### src/rtl/vend_pkg.sv
package vend_pkg;

  typedef enum logic [1:0] {
    ST_INIT = 2'd0,
    ST_WAIT = 2'd1,
    ST_ADD  = 2'd2,
    ST_DISP = 2'd3
  } vend_state_e;

endpackage

### src/rtl/vend_cmp.sv
module vend_cmp #(
  parameter int DATA_W = 8
) (
  input  logic [DATA_W-1:0] total_i,
  input  logic [DATA_W-1:0] price_i,
  output logic              reached_o
);

  // unsigned magnitude compare: total has met or passed the price
  always_comb begin
    reached_o = (total_i >= price_i);
  end

endmodule

### src/rtl/vend_accum.sv
module vend_accum #(
  parameter int DATA_W = 8
) (
  input  logic              clk,
  input  logic              rst,
  input  logic              clr_i,
  input  logic              ld_i,
  input  logic [DATA_W-1:0] coin_val_i,
  output logic [DATA_W-1:0] total_o
);

  logic [DATA_W-1:0] total_q;
  logic [DATA_W-1:0] sum;

  // modulo-2^DATA_W adder, carry out dropped
  always_comb begin
    sum = total_q + coin_val_i;
  end

  always_ff @(posedge clk) begin
    if (rst || clr_i) begin
      total_q <= '0;
    end else if (ld_i) begin
      total_q <= sum;
    end
  end

  assign total_o = total_q;

endmodule

### src/rtl/vend_fsm.sv
module vend_fsm
  import vend_pkg::*;
(
  input  logic        clk,
  input  logic        rst,
  input  logic        coin_i,
  input  logic        reached_i,
  output vend_state_e state_o,
  output logic        clr_o,
  output logic        ld_o,
  output logic        disp_set_o,
  output logic        disp_clr_o
);

  vend_state_e state_q;
  vend_state_e state_d;

  always_comb begin
    state_d    = state_q;
    clr_o      = 1'b0;
    ld_o       = 1'b0;
    disp_set_o = 1'b0;
    disp_clr_o = 1'b0;
    unique case (state_q)
      ST_INIT: begin
        clr_o      = 1'b1;
        disp_clr_o = 1'b1;
        state_d    = ST_WAIT;
      end
      ST_WAIT: begin
        if (coin_i) begin
          state_d = ST_ADD;
        end else if (reached_i) begin
          state_d = ST_DISP;
        end
      end
      ST_ADD: begin
        ld_o    = 1'b1;
        state_d = ST_WAIT;
      end
      ST_DISP: begin
        disp_set_o = 1'b1;
        state_d    = ST_INIT;
      end
      default: state_d = ST_INIT;
    endcase
  end

  always_ff @(posedge clk) begin
    if (rst) begin
      state_q <= ST_INIT;
    end else begin
      state_q <= state_d;
    end
  end

  assign state_o = state_q;

endmodule

### src/rtl/vend_top.sv
module vend_top
  import vend_pkg::*;
#(
  parameter int DATA_W = 8
) (
  input  logic              clk,
  input  logic              rst,
  input  logic              coin_i,
  input  logic [DATA_W-1:0] coin_val_i,
  input  logic [DATA_W-1:0] price_i,
  output logic              dispense_o
);

  vend_state_e       state_q;
  logic [DATA_W-1:0] total_q;
  logic              reached;
  logic              clr;
  logic              ld;
  logic              disp_set;
  logic              disp_clr;
  logic              disp_q;

  vend_fsm u_fsm (
    .clk        (clk),
    .rst        (rst),
    .coin_i     (coin_i),
    .reached_i  (reached),
    .state_o    (state_q),
    .clr_o      (clr),
    .ld_o       (ld),
    .disp_set_o (disp_set),
    .disp_clr_o (disp_clr)
  );

  vend_accum #(.DATA_W(DATA_W)) u_accum (
    .clk        (clk),
    .rst        (rst),
    .clr_i      (clr),
    .ld_i       (ld),
    .coin_val_i (coin_val_i),
    .total_o    (total_q)
  );

  vend_cmp #(.DATA_W(DATA_W)) u_cmp (
    .total_i   (total_q),
    .price_i   (price_i),
    .reached_o (reached)
  );

  // registered dispense: set when leaving release, cleared when leaving clear
  always_ff @(posedge clk) begin
    if (rst || disp_clr) begin
      disp_q <= 1'b0;
    end else if (disp_set) begin
      disp_q <= 1'b1;
    end
  end

  assign dispense_o = disp_q;

endmodule

### config.mk
export PLATFORM = sky130hd
export DESIGN_NAME = vend_top
export DESIGN_NICKNAME = d
export VERILOG_FILES = /design/src/rtl/vend_pkg.sv /design/src/rtl/vend_cmp.sv /design/src/rtl/vend_accum.sv /design/src/rtl/vend_fsm.sv /design/src/rtl/vend_top.sv
export SDC_FILE = /design/constraint.sdc
export NUM_CORES = 1
export LEC_CHECK = 0
export BUFFER_PORTS_ARGS = -buffer_cell sky130_fd_sc_hd__buf_2
export CAP_MARGIN = 15
export CORE_MARGIN = 5
export CORE_UTILIZATION = 55
export DETAILED_ROUTE_END_ITERATION = 8
export GPL_ROUTABILITY_DRIVEN = 0
export GPL_TIMING_DRIVEN = 0
export HOLD_SLACK_MARGIN = 0.03
export PLACE_DENSITY = 0.9
export SYNTH_ARGS = -nofsm -noshare
export SYNTH_HDL_FRONTEND = slang
export SYNTH_SLANG_ARGS = --single-unit
export TNS_END_PERCENT = 30
### constraint.sdc
create_clock -name clk -period 3.4 [get_ports clk]
set_clock_uncertainty 0.2 [all_clocks]
set_input_delay 0.68 -clock clk [delete_from_list [all_inputs] [get_ports clk]]
set_output_delay 0.68 -clock clk [all_outputs]
set_load 0.02 [all_outputs]
[Word level (Yosys, flattened, before mapping)]
Index checks and enable logic that the tools add are counted.
Storage, ports and cells
  input bits: 19
  flip-flop bits (word level): 11
  output and inout bits: 1
  logic and storage cells: 18
Operators by class
  magnitude comparators: 1
  muxes and demuxes: 6
  equality and inequality tests: 4
  add/sub/neg operators: 1
  reduce and logical (&&, ||, !) cells: 3
Operator list (count)
  8-bit adder: 1
  8-bit >= comparator: 1
  2-bit case mux with 3 select lines: 1
  2-bit equality test (second input constant): 2
  2-bit two-way mux: 2
  1-bit two-way mux: 3
  3-bit != test (second input constant): 1
  2-bit by 1-bit equality test with 1-bit output (second input constant): 1
  2-bit zero test: 1
  2-bit OR reduction: 1
  1-bit logical OR: 1

[Depth between registers and ports, before layout]
Gate-level depths: netlist (run 1).
  word-level depth: 4
  depth in mapped cells: 8
  gate-level depth less buffers: 8

[Cells and area by module]
A second synthesis (run 1) with hierarchy kept.
Unflattened totals
  cell total of the unflattened synthesis: 107
  area, all modules: 917.1 um2
Modules (own cells, without submodules)
  vend_accum: cells each 69, seq. area each 160.2 um2, times used 1, area each 590.6 um2
  vend_cmp: cells each 25, seq. area each 0.0 um2, times used 1, area each 197.7 um2
  vend_fsm: cells each 10, seq. area each 40.0 um2, times used 1, area each 95.1 um2
  vend_top: cells each 3, seq. area each 20.0 um2, times used 1, area each 33.8 um2

[Least setup slack after synthesis (run 1)]
No wires, ideal clock.
  path kind: input to register
  start point: in coin_val_i[0]
  end point: reg u_accum.total_q[6], in the netlist u_accum.total_o[6]
  required time: 3.129 ns
  setup slack: 0.983 ns
  stages: 8
  path buffers: 0
  arrival time: 2.146 ns
  library setup time: 0.071 ns
  cell sequence: ha_1 > fa_1 > a211oi_1 > o21bai_1 > a21oi_1 > xnor2_1 > nand3b_1 > a21oi_1
Between the ends
  cells in the longest elaborated chain, start to end: 1
RTL lines
  start, declared: RTL line vend_top.sv:9  | input logic [DATA_W-1:0] coin_val_i,
  8-bit adder: RTL line vend_accum.sv:17  | sum = total_q + coin_val_i;
  end signal, assigned: RTL line vend_accum.sv:24  | total_q <= sum;
  end, declared: RTL line vend_accum.sv:12  | logic [DATA_W-1:0] total_q;
No other way between the ends.
A chain may end at the register's enable or synchronous reset.

[Final worst setup path (run 1)]
Ends and elaborated chain as after synthesis.

==> flow_summary.ini, run 1 <==
[setup_path]
r2r-start = u_accum.total_o[0]
endpoint = u_accum.total_o[6]
worstPathBufferInverterCount = 1
arrival_ns = 2.45
crit_path_end_kind = flip-flop
cp.required_ns = 3.40
critPathKind = in2reg
cpPeakStageDelay_ns = 0.44
slowest_stage = fa_1
path_delay_family = compound AO/OA/AOI/OAI gates
critical_path.startpoint = coin_val_i[0]
reg2reg_setup_slack_ns = 1.12
ff2ff_path_depth = 8
cp-start-kind = input pin
crit_fanout = 3
crit_chain = buf_2 -> ha_1 -> fa_1 -> a211oi_1 -> o21bai_1 -> a21oi_1 -> xnor2_1 -> nand3b_1 -> a21oi_1
crit_top_cell = a21oi_1
path_depth = 9
r2r_end = u_accum.total_o[6]

[yosys]
synth.most_common_cell = ha_1
synth_flop_cell = dfxtp_1
syn_area_sq_um = 856
seq_area_frac_synth_pct = 25.7
synth.distinct_cells = 27
synth-async-reset-ratio_pct = 0
synth_nets = 139
syn_avg_cell_area_sq_um = 8.23
synth_top_cell_by_area = dfxtp_1
syn_inst = 104
yosys.area.top_type_share_pct = 25.7
synth_area_leaders = dfxtp_1 26%, ha_1 22%, a21oi_1 6.4%
synth_common_cells = 15 x ha_1, 11 x a21oi_1, 11 x dfxtp_1, 10 x nor2_1, 9 x inv_1
yosys_warnings = 0
synth_edf_count = 0
ys_ff_latch = 11

[place]
port_buffers = 19
dp_hpwl_um = 1540

[clocking]
cts_tree = yes
clockBufferDepth = 2
cts-root-buf = clkbuf_4
cts_resized = 0
cts.sinks = 11
clk_pin_slew_worst_paths_ns = 0.07
cts_buffers = 3
cts_setup_buffers = 0
cts_max_level = 1
worstSkewPairLatency_ns = 0.28
ctsHoldBuffers = 0

[sta]
tightest_slew_ns = 0.473
setup_violations = 0
fin_tns_setup_ns = 0
post-route-period-util_pct = 72.1
slew_headroom_pct = 68.5
final_max_slew_viol_count = 0
min_period_ns = 2.45
finalHoldViolCount = 0
max_freq_ghz = 0.408
rsz0062_at_grt = false

[routing]
drt-vias-per-instance = 5.85
drc = 0
drt_iter0_markers = 21
drtPass1Iterations = 4
postRouteAntennaNets = 0
vias = 836
wl_per_cell_um = 13.8
finalWirelength_um = 1970

[die]
start_util_pct = 57.5
die_w_um = 49.4
rows = 14
boundaryPins = 20
dieArea_sq_um = 2440
core_area_sq_um = 1490
die_h_um = 49.4

[global_route]
grt_remaining_overflow = 0
grt_max_degree = 11
grt_pass1_wl_um = 3260
grt_pass1_vias = 816
antenna_found_initial = 0
grtUsageTotal_pct = 16.7

[finish]
n_antenna_cell = 0
nNetsFinal = 163
nFillCells = 124
area.growth.synth_to_final_pct = 16.5
drive_above_1_share_pct = 18.9

[hold_path]
holdCritPathClass = reg2reg
min_from = dispense_o

[status]
status = finished clean

[power]
power.density_nw_per_um2 = 286
finalPower_mw = 0.285
p_leak_nw = 0.495
ir_drop_mv = 0.137

[job]
cap_viol_max_count = 0
## worst min-delay path by stage
| stage | endpoint | cells after the start |
|---|---|---|
| global route | dispense_o | 2 |
| floorplan | u_accum.total_o[6] | 2 |
| detailed placement | dispense_o | 2 |
| global placement | dispense_o | 2 |
| finish | dispense_o | 2 |
| CTS | dispense_o | 2 |
## layer usage
metal / track usage, % / routed length, um / up-vias
li1: - / - / 413
met1: 17.7 / 761 / 386
met2: 29.8 / 1040 / 31
met3: 1.83 / 108 / 6
met4: 11.8 / 57 / 0
met5: 0 / 0 / -
## kinds of logic after synthesis
family / synth area share [%]
AOI/OAI and AO/OA: 23.8
xor gates and xnor gates: 5.12
adders and majority gates: 24.3
buffers and inverters: 5.70
DFF: 25.7
muxes: 1.75
and+or+nand+nor: 13.6
## flip-flops by register name, summed over array words and instances, names as in the netlist
register         count
dispense_o           1
u_accum.total_o      8
u_fsm.state_o        2
## report_power, final
| group | internal, mW | switching [mW] | total [mW] |
|---|---|---|---|
| Clock | 0.0455 | 0.0501 | 0.0957 |
| Combinational | 0.0251 | 0.0306 | 0.0558 |
| Sequential | 0.132 | 0.00202 | 0.134 |
| Total | 0.203 | 0.0828 | 0.285 |
## worst min-delay path: stages, from the launching register on
cell,delay [ns]
dfxtp_1,0.31
o21ai_0,0.06
a21oi_1,0.06
## cell usage in the layout (no fill, tap or decap), types with 2 or more instances in the layout
master,n
a22oi_1,4
dfxtp_1,11
a211oi_1,3
xnor2_1,2
clkbuf_4,3
buf_2,19
ha_1,15
nand2_1,8
o21ai_0,5
nand2b_1,2
inv_1,9
nor2_1,10
a21o_1,3
o21a_1,2
a21oi_1,11
xor2_1,3
clkbuf_1,5
## metrics by stage
step                area (sq um)  hold slack (ns)  util (%)  instances  setup WS (ns)
floorplan                    856            0.252         -        104          0.983
global placement             971            0.254      65.2        139          0.775
detailed placement           971            0.283      65.2        139          0.689
CTS                          997            0.292      67.0        143          0.965
global route                 997            0.326      67.0        143          0.805
finish                       997            0.285      67.0        143          0.950
## area by class of cell
cell class              instances  area, sq um  share of cell area [%]
multi-input cells              80          587                    58.8
flip-flops and latches         11          220                    22.1
repair buffers                 19         95.1                    9.54
inverters                       9         33.8                    3.39
clock buffers                   4         26.3                    2.63
well taps                      16         20.0                    2.01
plain buffers                   4         15.0                    1.51
(Power assumes the default switching activity.)
==> run 2: changes to the inputs <==
- CORE_UTILIZATION: 55 -> 52
- PLACE_DENSITY: 0.9 -> 0.87
- clock period: 3.4 -> 2.5 ns (I/O delays scaled with it)
==> run 2 against run 1 <==
Critical path depth did not move. Utilization fell by 2.3 points. Sequential power rose by 36%. Power up 31%. Routed wire length is 10% lower. Via count shrank 4.2%. Non-clock buffer count unchanged. Register-to-register slack got worse by 0.88 ns. Sequential cell count did not move. Clock power increased by 22%. Largest cell class unchanged.
==> flow_summary.ini, run 2 (same netlist as run 1, synthesis figures left out) <==
[routing]
wl_per_cell_um = 12.3
drt_iter0_markers = 10
postRouteAntennaNets = 0
finalWirelength_um = 1770
drc = 0
drtPass1Iterations = 4
vias = 801
drt-vias-per-instance = 5.60

[setup_path]
cp.required_ns = 2.50
critPathKind = in2reg
crit_fanout = 3
reg2reg_setup_slack_ns = 0.24
crit_path_end_kind = flip-flop
arrival_ns = 2.26
cp-start-kind = input pin

[global_route]
grt_pass1_wl_um = 3060
grt_pass1_vias = 789
antenna_found_initial = 0
met2_usage_pct = 26.7
grt_remaining_overflow = 0
grtUsageMet3_pct = 2.66
grt.busiest_layer = met2
grtUsageTotal_pct = 14.7
met1_usage_pct = 15.6
grt_max_degree = 11

[clocking]
cts_resized = 0
ctsHoldBuffers = 0
clockBufferDepth = 2
cts_setup_buffers = 0
cts_buffers = 3
cts.sinks = 11
cts_max_level = 1
clk_pin_slew_worst_paths_ns = 0.07
cts-root-buf = clkbuf_4
cts_tree = yes
worstSkewPairLatency_ns = 0.26

[job]
cap_viol_max_count = 0

[finish]
stdcell_area_sq_um = 997
final_common_cell = buf_2
nFillCells = 143
n_antenna_cell = 0
nNetsFinal = 163
drive_above_1_share_pct = 18.9
area.growth.synth_to_final_pct = 16.5
largest_register_ffs = 8
final_cell_mix = 19 x buf_2, 15 x ha_1, 11 x a21oi_1, 11 x dfxtp_1, 10 x nor2_1

[sta]
min_period_ns = 2.27
tightest_slew_ns = 0.432
rsz0062_at_grt = false
post-route-period-util_pct = 90.7
final_max_slew_viol_count = 0
max_freq_ghz = 0.441
layout_setup_ws_ns = 0.233
slew_headroom_pct = 71.2
setup_violations = 0
finalHoldViolCount = 0

[place]
dp_hpwl_um = 1490
port_buffers = 19
place_area_sq_um = 971
dp_slack_ns = -0.0347

[die]
die_h_um = 50.6
boundaryPins = 20
dieArea_sq_um = 2560
die_w_um = 50.6
start_util_pct = 55.5
core_area_sq_um = 1540
rows = 14

[power]
p_leak_nw = 0.495
ir_drop_mv = 0.199
power.density_nw_per_um2 = 375

[status]
status = finished clean

[hold_path]
holdCritPathClass = reg2reg
run 2: stage by stage:
step / util (%) / hold WS [ns] / power (mW) / instances / setup TNS [ns]
final: 64.7 / 0.278 / 0.374 / 143 / 0
after floorplan: - / 0.252 / 0.234 / 104 / 0
after global placement: 63.0 / 0.257 / 0.257 / 139 / 0
after global routing: 64.7 / 0.312 / 0.397 / 143 / 0
after CTS: 64.7 / 0.279 / 0.377 / 143 / 0
after detailed placement: 63.0 / 0.270 / 0.261 / 139 / -0.0347
run 2: power by group:
part	internal (mW)	switching, mW
clock	0.0616	0.0552
sequential	0.180	0.00285
combinational	0.0342	0.0401
run 2: final cells by class:
cell class,count,area (sq um),share of cell area [%]
Multi-Input combinational cell,80,587,58.8
Sequential cell,11,220,22.1
Timing Repair Buffer,19,95.1,9.54
Inverter,9,33.8,3.39
Clock buffer,4,26.3,2.63
Tap cell,16,20.0,2.01
Buffer,4,15.0,1.51
run 2: layer usage:
layer	wire length, um	share of wire [%]
met3	60	3.4
met2	930	53
met4	23	1.3
met5	0	0
met1	751	43
run 2: worst paths after layout:
path,cells past startpoint,to,start
worst max-delay path,9,u_accum.total_o[6],coin_val_i[0]
worst min-delay path,2,dispense_o,dispense_o
worst max register to register,8,u_accum.total_o[6],u_accum.total_o[0]
worst min register to register,2,dispense_o,dispense_o
run 2: worst max-delay path, stage by stage:
cell	delay (ns)
buf_2	0.10
ha_1	0.23
fa_1	0.43
a211oi_1	0.29
o21bai_1	0.13
a21oi_1	0.20
xnor2_1	0.14
nand3b_1	0.09
a21oi_1	0.14
==> run 3: changes to the inputs <==
- CORE_MARGIN: 5 -> 2
==> run 3 against run 2 <==
Critical path depth unchanged. Final cell count unchanged. Combinational power up 3%.
==> flow_summary.ini, run 3 (same netlist as run 1, synthesis figures left out) <==
[sta]
fin_hold_ws_ns = 0.274
finalHoldViolCount = 0
tightest_slew_ns = 0.443
setup_violations = 0
post-route-period-util_pct = 90.5
final_max_slew_viol_count = 0
max_freq_ghz = 0.442
rsz0062_at_grt = false
min_period_ns = 2.26
slew_headroom_pct = 70.4

[die]
start_util_pct = 56.2
rows = 14
core_area_sq_um = 1520
dieArea_sq_um = 1990
boundaryPins = 20
die_h_um = 44.6
die_w_um = 44.6

[setup_path]
path_delay_family = compound AO/OA/AOI/OAI gates
critPathKind = in2reg
crit_top_cell = a21oi_1
worstPathBufferInverterCount = 1
crit_chain = buf_2 -> ha_1 -> fa_1 -> a211oi_1 -> o21bai_1 -> a21oi_1 -> xnor2_1 -> nand3b_1 -> a21oi_1
arrival_ns = 2.26
slowest_stage = fa_1
crit_fanout = 3
crit_path_end_kind = flip-flop
path_depth = 9
ff2ff_path_depth = 8
cp.required_ns = 2.49
cp-start-kind = input pin
reg2reg_setup_slack_ns = 0.24
cpPeakStageDelay_ns = 0.43

[clocking]
clockBufferDepth = 2
clk_pin_slew_worst_paths_ns = 0.07
cts.sinks = 11
cts_tree = yes
cts_buffers = 3
cts-root-buf = clkbuf_4
ctsHoldBuffers = 0
cts_setup_buffers = 0
cts_resized = 0
worstSkewPairLatency_ns = 0.26
cts_max_level = 1

[hold_path]
min_path_cells = 2
holdCritPathClass = reg2reg

[finish]
area.growth.synth_to_final_pct = 16.5
final_cell_mix = 19 x buf_2, 15 x ha_1, 11 x a21oi_1, 11 x dfxtp_1, 10 x nor2_1
n_antenna_cell = 0
nNetsFinal = 163
largest_register_ffs = 8
final_common_cell = buf_2
drive_above_1_share_pct = 18.9
final_cells = 143

[global_route]
grt_max_degree = 11
grt_pass1_vias = 762
grt_pass1_wl_um = 3010
grt_remaining_overflow = 0
antenna_found_initial = 0
grtUsageTotal_pct = 20.8

[power]
finalPower_mw = 0.380
p_leak_nw = 0.495
ir_drop_mv = 0.220
power.density_nw_per_um2 = 381

[status]
status = finished clean

[routing]
wl_per_cell_um = 12.9
drt_iter0_markers = 6
drtPass1Iterations = 4
vias = 798
drt-vias-per-instance = 5.58
finalWirelength_um = 1840
drc = 0
postRouteAntennaNets = 0

[job]
cap_viol_max_count = 0

[place]
dpl.cell_count = 139
dp_hpwl_um = 1550
port_buffers = 19
==> run 3: cell counts in the layout (fill, tap and decap cells not counted) <==
Identical to the previous run, type by type.
==> run 3: final cells by class <==
class / instances / area [sq um]
Multi-Input combinational cell: 80 / 587
Fill cell: 139 / 527
Sequential cell: 11 / 220
Timing Repair Buffer: 19 / 95.1
Inverter: 9 / 33.8
Clock buffer: 4 / 26.3
Tap cell: 16 / 20.0
Buffer: 4 / 15.0
==> run 3: worst register-to-register path, stage by stage (launching register included) <==
cell	delay, ns
dfxtp_1	0.34
ha_1	0.23
fa_1	0.43
a211oi_1	0.31
o21bai_1	0.12
a21oi_1	0.19
xnor2_1	0.14
nand3b_1	0.09
a21oi_1	0.15
==> run 3: power breakdown <==
| group | switching, mW | total, mW | internal, mW |
|---|---|---|---|
| combinational | 0.0417 | 0.0762 | 0.0345 |
| sequential | 0.00288 | 0.182 | 0.180 |
| clock | 0.0596 | 0.121 | 0.0617 |
| total | 0.104 | 0.380 | 0.276 |
==> run 3: worst paths after layout <==
path                            from                  to
setup / recovery       coin_val_i[0]  u_accum.total_o[6]
hold reg to reg           dispense_o          dispense_o
setup reg to reg  u_accum.total_o[0]  u_accum.total_o[6]
hold / removal            dispense_o          dispense_o
==> run 3: metrics by stage <==
stage	setup TNS, ns	worst slack, ns	instance area, sq um	util (%)
6_report	0	0.237	997	65.4
5_1_grt	0	0.0985	997	65.4
4_1_cts	0	0.253	997	65.4
3_5_place_dp	-0.0195	-0.0195	971	63.7
3_3_place_gp	0	0.0405	971	63.7
2_1_floorplan	0	0.263	856	-
==> run 3: routing by layer <==
| metal | part of all wire (%) | wire [um] | up-vias | global-route usage, % |
|---|---|---|---|---|
| li1 | - | - | 416 | - |
| met1 | 43 | 798 | 355 | 24.1 |
| met2 | 51 | 940 | 21 | 36.5 |
| met3 | 2.7 | 50 | 6 | 2.45 |
| met4 | 2.8 | 51 | 0 | 11.5 |
| met5 | 0 | 0 | - | 0 |
